**config.mk**
```make
export PLATFORM = sky130hd
export DESIGN_NAME = xoro34_step
export DESIGN_NICKNAME = d
export VERILOG_FILES = /design/src/rtl/xoro34_pkg.sv /design/src/rtl/xoro34_core.sv /design/src/rtl/xoro34_sum.sv /design/src/rtl/xoro34_shadow.sv /design/src/rtl/xoro34_step.sv
export SDC_FILE = /design/constraint.sdc
export NUM_CORES = 1
export LEC_CHECK = 0
export BUFFER_PORTS_ARGS = -buffer_cell sky130_fd_sc_hd__clkbuf_2
export CAP_MARGIN = 20
export CORE_MARGIN = 4
export CORE_UTILIZATION = 47
export CTS_BUF_LIST = sky130_fd_sc_hd__clkbuf_16
export CTS_CLUSTER_SIZE = 20
export DETAILED_ROUTE_END_ITERATION = 10
export PLACE_DENSITY = 0.76
export SYNTH_ARGS = -nofsm -noshare
export SYNTH_HDL_FRONTEND = slang
export SYNTH_SLANG_ARGS = --single-unit
```
**constraint.sdc**
```tcl
create_clock -name clk -period 3.7 [get_ports clk]
set_input_delay 1.11 -clock clk [delete_from_list [all_inputs] [get_ports clk]]
set_output_delay 1.11 -clock clk [all_outputs]
set_load 0.02 [all_outputs]
```
**src/rtl/xoro34_pkg.sv**
```systemverilog
package xoro34_pkg;
  localparam int HALF_W = 16;
  localparam int WORD_W = HALF_W + 1;
  localparam int DATA_W = 2 * HALF_W;
  localparam int ROT_A  = 7;
  localparam int SHF_B  = 8;
  localparam int ROT_C  = 12;

  typedef logic [WORD_W-1:0] word_t;

  typedef struct packed {
    word_t hi;
    word_t lo;
  } xstate_t;
endpackage

```
**src/rtl/xoro34_core.sv**
```systemverilog
module xoro34_core
  import xoro34_pkg::*;
#(
  parameter int W  = WORD_W,
  parameter int RA = ROT_A,
  parameter int SB = SHF_B,
  parameter int RC = ROT_C
) (
  input  logic [W-1:0] s_hi,
  input  logic [W-1:0] s_lo,
  output logic [W-1:0] n_hi,
  output logic [W-1:0] n_lo
);
  logic [W-1:0] mix;
  logic [W-1:0] lo_rot;
  logic [W-1:0] mix_shl;
  logic [W-1:0] mix_rot;

  assign mix     = s_hi ^ s_lo;
  assign lo_rot  = {s_lo[W-1-RA:0], s_lo[W-1:W-RA]};
  assign mix_shl = {mix[W-1-SB:0], {SB{1'b0}}};
  assign mix_rot = {mix[W-1-RC:0], mix[W-1:W-RC]};
  assign n_lo    = lo_rot ^ mix ^ mix_shl;
  assign n_hi    = mix_rot;
endmodule

```
**src/rtl/xoro34_sum.sv**
```systemverilog
module xoro34_sum #(
  parameter int HW = 16
) (
  input  logic [HW-1:0] a,
  input  logic [HW-1:0] b,
  input  logic          inc,
  output logic [HW-1:0] sum
);
  assign sum = a + b + {{(HW-1){1'b0}}, inc};
endmodule

```
**src/rtl/xoro34_shadow.sv**
```systemverilog
module xoro34_shadow #(
  parameter logic INIT_C = 1'b0,
  parameter logic INIT_Z = 1'b1
) (
  input  logic clk,
  input  logic rst,
  input  logic force_seed,
  input  logic load,
  input  logic ld_c,
  input  logic ld_z,
  output logic sh_c,
  output logic sh_z
);
  always_ff @(posedge clk) begin
    if (rst || force_seed) begin
      sh_c <= INIT_C;
      sh_z <= INIT_Z;
    end else if (load) begin
      sh_c <= ld_c;
      sh_z <= ld_z;
    end
  end
endmodule

```
**src/rtl/xoro34_step.sv**
```systemverilog
module xoro34_step
  import xoro34_pkg::*;
#(
  parameter int HW = HALF_W,
  parameter int RA = ROT_A,
  parameter int SB = SHF_B,
  parameter int RC = ROT_C,
  localparam int W  = HW + 1,
  localparam int DW = 2 * HW
) (
  input  logic          clk,
  input  logic          rst,
  input  logic          start,
  input  logic          mode,
  input  logic          force_seed,
  input  logic [DW-1:0] state_in,
  input  logic          c_in,
  input  logic          z_in,
  output logic          valid,
  output logic [DW-1:0] state_out,
  output logic          c_out,
  output logic          z_out,
  output logic [HW-1:0] rand_out
);
  logic          sh_c, sh_z;
  logic          use_c, use_z;
  logic [W-1:0]  cur_hi, cur_lo, nxt_hi, nxt_lo;
  logic [HW-1:0] nxt_sum;

  assign use_c  = mode ? c_in : sh_c;
  assign use_z  = mode ? z_in : sh_z;
  assign cur_hi = {state_in[DW-1:HW], use_c};
  assign cur_lo = {state_in[HW-1:0], use_z};

  xoro34_core #(.W(W), .RA(RA), .SB(SB), .RC(RC)) u_core (
    .s_hi(cur_hi), .s_lo(cur_lo), .n_hi(nxt_hi), .n_lo(nxt_lo)
  );

  xoro34_sum #(.HW(HW)) u_sum (
    .a(nxt_hi[W-1:1]), .b(nxt_lo[W-1:1]),
    .inc(nxt_hi[0] & nxt_lo[0]), .sum(nxt_sum)
  );

  xoro34_shadow u_shadow (
    .clk(clk), .rst(rst), .force_seed(force_seed),
    .load(start & mode), .ld_c(nxt_hi[0]), .ld_z(nxt_lo[0]),
    .sh_c(sh_c), .sh_z(sh_z)
  );

  always_ff @(posedge clk) begin
    if (rst) begin
      valid     <= 1'b0;
      state_out <= '0;
      c_out     <= 1'b0;
      z_out     <= 1'b0;
      rand_out  <= '0;
    end else begin
      valid <= start;
      if (start) begin
        state_out <= {nxt_hi[W-1:1], nxt_lo[W-1:1]};
        c_out     <= nxt_hi[0];
        z_out     <= nxt_lo[0];
        rand_out  <= nxt_sum;
      end
    end
  end
endmodule

```
==> reports/results.tsv, run 1 <==
metric	value	unit
Avg Cell Area, Syn	8.72	um2
Placed Area	3890	um2
async set-or-reset flop fraction in the synthesized netlist	0	
Crit. Startpoint	z_in	
Syn Inst Count	353	
Initial DRC Count	160	
initial antenna violation count	0	
max_slew headroom	0.537	
CP endpoint kind	flop	
CP arrival	3.79	ns
Starting Density	0.485	
FF-to-FF End	rand_out[12]	
Final min period	3.61	ns
clock skew	0.00995	ns
crit path max-delay cell type	fa_2	
Hold Path Class	flop to flop	
Via density	5.38	
first-pass GRT wire length	14000	um
CP Class	input pin to flop	
Hold Worst Slack	0.478	ns
Crit path max-delay family	adder cells	
number of synthesized flops with an enable pin	0	
worst vdd ir	328	uV
Achievable Freq	277	MHz
die height	88.9	um
overall global routing resource usage	0.231	
crit-path max FO	3	
1st-pass router iterations	4	
Final ANT Viol Nets	0	
synth top area cells	dfxtp_1 34%, xnor2_1 10%, nor2_1 6.5%	
DP HPWL	7090	um
PwrDens	536	nW/um2
top-area cell type share of the netlist area	0.345	
synthesis-stage register bit count	53	
Final Hold Fails	0	
io pins	90	
delay of the slowest cell on the worst path	0.39	ns
final wirelength	8970	um
vias in the first global route	2761	
FF-to-FF path depth	12	
Crit path top cell by count	fa_2	
CP bufs+invs	1	
largest net degree at the start of global routing	64	
register area share after synthesis	0.345	
CTS Root Cell	clkbuf_16	
Sink Count	53	
Tcrit/Tclk final	0.975	
Leakage	1.91	nW
# diodes	0	
syn_nets	408	
Post-synth top flop	dfxtp_1	
register-to-register setup slack	0.70	ns
Worst R2R Start	u_shadow.sh_z	
layout cell share with drive strength beyond 1	0.327	
Stages on worst setup path	14	
CTS max path bufs	2	
fin. max-slew vios	0	
final core occ	0.646	
Core Area	6350	um2
Reg clk slew, reported paths	0.07	ns
Commonest cells post-synth	53 x dfxtp_1, 53 x nor2_1, 36 x xnor2_1	
Overflow after GRT	0	
chip width	88.9	um
DRC Markers	0	
dominant cell type by area after synthesis	dfxtp_1	
# rows	29	
worst skew pair latency	0.29	ns
worst slew pin tran	0.694	ns
Max-Cap Viols	0	
area grow syn2layout	33.3	%
GP Congestion	0.908	
post-place setup slack	-0.246	ns
Critical Path, Cell by Cell	clkbuf_2 > xor2_1 > nand2_1 > o21ai_2 > xnor2_1 > or2_4 > fa_2 > fa_2 > nor2b_4 > o31ai_4 > a21oi_2 > o31ai_1 > mux2_1 > a311o_1	
H-tree depth	2	
CTS tree	yes	
Final nets	531	
Avg WL per Cell	16.2	um
via count	2981	
full die area	7900	um2
final setup violation count	0	
Setup crit start kind	input pin	
worst setup margin	0.0917	ns
Critical Path RT	3.88	ns
Synth Cell Area	3080	um2
outcome	completed	
PortBufs	89	
synth warn	0	
unrepaired setup endpoints after global routing	false	
Distinct cells, synth	50	
Worst setup endpoint	rand_out[12]	
design area	4100	um2
number of CTS-inserted buffers	5	
Design Power	2.20	mW
cell type report:
type	count	area (um2)
sequential	53	1060
timing repair buffer	132	768
inverter	17	63.8
fill	563	2250
clock buffer	5	125
multi-input combinational	267	1950
clock inverter	3	42.5
tap	77	96.3
repair_timing:
action,4_1_cts,5_1_grt
resized for setup,0,6
setup endpoints to repair,0,3
hold buffers,0,0
setup buffers,0,1
power breakdown:
group	leakage, nW	switching (mW)	internal [mW]
logic	1.39	0.554	0.437
registers	0.439	0.0400	0.645
clock network	0.0852	0.206	0.318
total	1.91	0.799	1.40
per-layer routing:
metal | track usage | vias to the layer above | part of all wire
met5 | 0 | - | 0
met4 | 0.0577 | 0 | 0.012
met3 | 0.0396 | 11 | 0.063
met2 | 0.356 | 103 | 0.46
met1 | 0.336 | 1373 | 0.46
li1 | - | 1494 | -
state kept, by name (all words and copies together) (netlist names):
register / cells
valid: 1
rand_out: 16
u_shadow.sh_c: 1
c_out: 1
z_out: 1
state_out: 32
u_shadow.sh_z: 1
metrics by stage:
step / setup TNS [ns] / std cells
after floorplan: -0.0786 / 353
after global placement: -0.403 / 545
after detailed placement: -0.614 / 545
after CTS: 0 / 553
after global routing: 0 / 554
final: 0 / 554
cell families after synthesis:
logic type      count (synthesis)  synth area share
fa+ha+maj                      16            0.0699
mux                            15            0.0492
compound gates                 81             0.187
simple gates                  110             0.165
buf+inv                        33            0.0468
xor+xnor                       45             0.137
flops                          53             0.345
worst min-delay path by stage:
stage	start	to	slack, ns	cells past startpoint
finish	rand_out[8]	rand_out[8]	0.48	2
global route	rand_out[4]	rand_out[4]	0.50	2
CTS	rand_out[10]	rand_out[10]	0.47	2
detailed placement	rand_out[10]	rand_out[10]	0.46	2
global placement	rand_out[4]	rand_out[4]	0.46	2
floorplan	u_shadow.sh_z	u_shadow.sh_z	0.49	2
worst min-delay path: cells and delay by family (launching register included):
| kind | cells | cell delay, ns |
|---|---|---|
| flops | 1 | 0.31 |
| simple gates | 1 | 0.06 |
| compound gates | 1 | 0.05 |
placed cells by master (no fill, tap or decap), types with 3 or more instances in the layout:
| cell type | n |
|---|---|
| buf_4 | 43 |
| a21oi_1 | 16 |
| nand3_1 | 5 |
| nor3_1 | 15 |
| nand2_1 | 16 |
| inv_1 | 18 |
| o21ai_0 | 8 |
| dfxtp_1 | 53 |
| xor2_1 | 6 |
| o31a_1 | 3 |
| o211ai_1 | 3 |
| clkbuf_2 | 89 |
| a21o_1 | 3 |
| a211oi_1 | 19 |
| nor2b_1 | 4 |
| ha_1 | 14 |
| and3_1 | 4 |
| mux2i_1 | 14 |
| clkbuf_16 | 5 |
| nor2_1 | 53 |
| xnor2_1 | 35 |
| o21a_1 | 10 |
Note: power is estimated with default switching activity, not from simulation.
==> run 2, diff against run 1 <==
Settings changed: CTS_BUF_LIST sky130_fd_sc_hd__clkbuf_16 to sky130_fd_sc_hd__clkbuf_4 sky130_fd_sc_hd__clkbuf_8 sky130_fd_sc_hd__clkbuf_16.
==> reports/results.tsv, run 2 (same netlist as run 1, synthesis figures left out) <==
metric	value	unit	change
crit-path max FO	3		unchanged
Placed Area	3890	um2	unchanged
Achievable Freq	279	MHz	+0.81%
# Post-CTS Setup Buffers	0		unchanged
vias in the first global route	2787		+0.94%
worst slew pin tran	0.704	ns	+0.00956 ns
first-pass GRT wire length	14000	um	-0.15%
full die area	7900	um2	unchanged
Overflow after GRT	0		unchanged
final wirelength	8900	um	-0.71%
cts hold-fix bufs	0		unchanged
Worst R2R Start	u_shadow.sh_z		
Tcrit/Tclk final	0.967		-0.00781
largest registers	state_out (32), rand_out (16)		
# rows	29		unchanged
Fin Setup TNS	0	ns	unchanged
Hold Worst Slack	0.477	ns	-0.00116 ns
crit path max-delay cell type	fa_2		
worst skew pair latency	0.31	ns	+0.02 ns
max_slew headroom	0.531		-0.00638
Fillers	583		+3.6%
PwrDens	514	nW/um2	-4.2%
via count	2989		+0.27%
GP Congestion	0.908		unchanged
CTS tree	yes		
most frequent cells in the layout	89 x clkbuf_2, 53 x nor2_1, 53 x dfxtp_1		
# diodes	0		unchanged
initial antenna violation count	0		unchanged
delay of the slowest cell on the worst path	0.39	ns	about the same
DRC Markers	0		unchanged
Final nets	530		-0.19%
fin. max-slew vios	0		unchanged
overall global routing resource usage	0.230		-0.00154
hold_sp	rand_out[10]		
CP Class	input pin to flop		
sink of the worst hold path	rand_out[10]		
die height	88.9	um	unchanged
Initial DRC Count	166		+3.8%
Avg WL per Cell	16.1	um	-0.53%
PortBufs	89		unchanged
most common cell after layout, fill and taps aside	clkbuf_2		
DP HPWL	7090	um	unchanged
Critical Path, Cell by Cell	clkbuf_2 > xor2_1 > nand2_1 > o21ai_2 > xnor2_1 > or2_4 > fa_2 > fa_2 > nor2b_4 > o31ai_4 > a21oi_2 > o31ai_1 > mux2_1 > a311o_1		
io pins	90		unchanged
met3 WL	614	um	+8.9%
Final min period	3.58	ns	-0.0289 ns
Starting Density	0.485		unchanged
number of CTS-inserted buffers	5		unchanged
max FFs per register	32		unchanged
footprint of the multi-input gates	1930	um2	-0.58%
Design Power	2.07	mW	-5.8%
hold path cells	2		unchanged
met2 wire length	4040	um	-2.3%
top routing layer in use	met4		
Final Hold Fails	0		unchanged
Final ANT Viol Nets	0		unchanged
unrepaired setup endpoints after global routing	false		
Critical Path RT	3.90	ns	+0.02 ns
Reg clk slew, reported paths	0.09	ns	+0.02 ns
final setup violation count	0		unchanged
metal1 wirelength	4080	um	-2.0%
largest net degree at the start of global routing	64		unchanged
Setup crit start kind	input pin		
design area	4030	um2	-1.7%
Hold Path Class	flop to flop		
CTS Root Cell	clkbuf_8		
chip width	88.9	um	unchanged
FF-to-FF path depth	12		unchanged
Sink Count	53		unchanged
register with the most flip-flops	state_out		
cts repair resizes	0		unchanged
Leakage	1.88	nW	-1.7%
Core Area	6350	um2	unchanged
CTS max path bufs	2		unchanged
CP arrival	3.78	ns	about the same
area grow syn2layout	31.0	%	
H-tree depth	2		unchanged
CP endpoint kind	flop		
Via density	5.41		+0.45%
layout cell share with drive strength beyond 1	0.328		+0.000687
Sequential cell area	1060	um2	unchanged
Crit. Startpoint	z_in		
worst vdd ir	274	uV	-17%
1st-pass router iterations	4		unchanged
clock skew	0.0123	ns	+0.00233 ns
register-to-register setup slack	0.70	ns	about the same
FF-to-FF End	rand_out[12]		
Max-Cap Viols	0		unchanged
Crit path top cell by count	fa_2		
outcome	completed		
## run 2: final cells by class
| type | instances | share of cell area |
|---|---|---|
| multi-input combinational | 267 | 0.480 |
| sequential | 53 | 0.263 |
| timing repair buffer | 131 | 0.189 |
| tap | 77 | 0.0239 |
| clock buffer | 6 | 0.0189 |
| inverter | 17 | 0.0158 |
| clock inverter | 2 | 0.00962 |
## run 2: layer usage
layer | up-vias | GRT usage
met5 | - | 0
met4 | 0 | 0.0742
met3 | 15 | 0.0350
met2 | 105 | 0.353
met1 | 1375 | 0.331
li1 | 1494 | -
## run 2: report_power, final
part	total (mW)	internal, mW	switching (mW)	leakage, nW
sequential	0.685	0.645	0.0398	0.439
clock	0.403	0.211	0.193	0.0588
combinational	0.983	0.433	0.550	1.38
total	2.07	1.29	0.783	1.88
## run 2: worst max-delay path by stage
stage	end	slack (ns)
2_1_floorplan	rand_out[12]	-0.08
3_3_place_gp	rand_out[12]	-0.23
3_5_place_dp	rand_out[12]	-0.25
4_1_cts	rand_out[12]	0.05
5_1_grt	rand_out[13]	0.04
6_report	rand_out[12]	0.12
## run 2: metrics by stage
stage               instances  worst slack (ns)   util
floorplan                 353           -0.0786      -
global placement          545            -0.227  0.613
detailed placement        545            -0.246  0.613
CTS                       553            0.0505  0.631
global route              553            0.0367  0.635
finish                    553             0.121  0.635
## run 2: critical path, delay by kind of cell
kind / cells / cell delay [ns]
fa+ha+maj: 2 / 0.77
simple gates: 3 / 0.48
buf+inv: 1 / 0.10
compound gates: 5 / 0.72
xor+xnor: 2 / 0.29
mux: 1 / 0.31
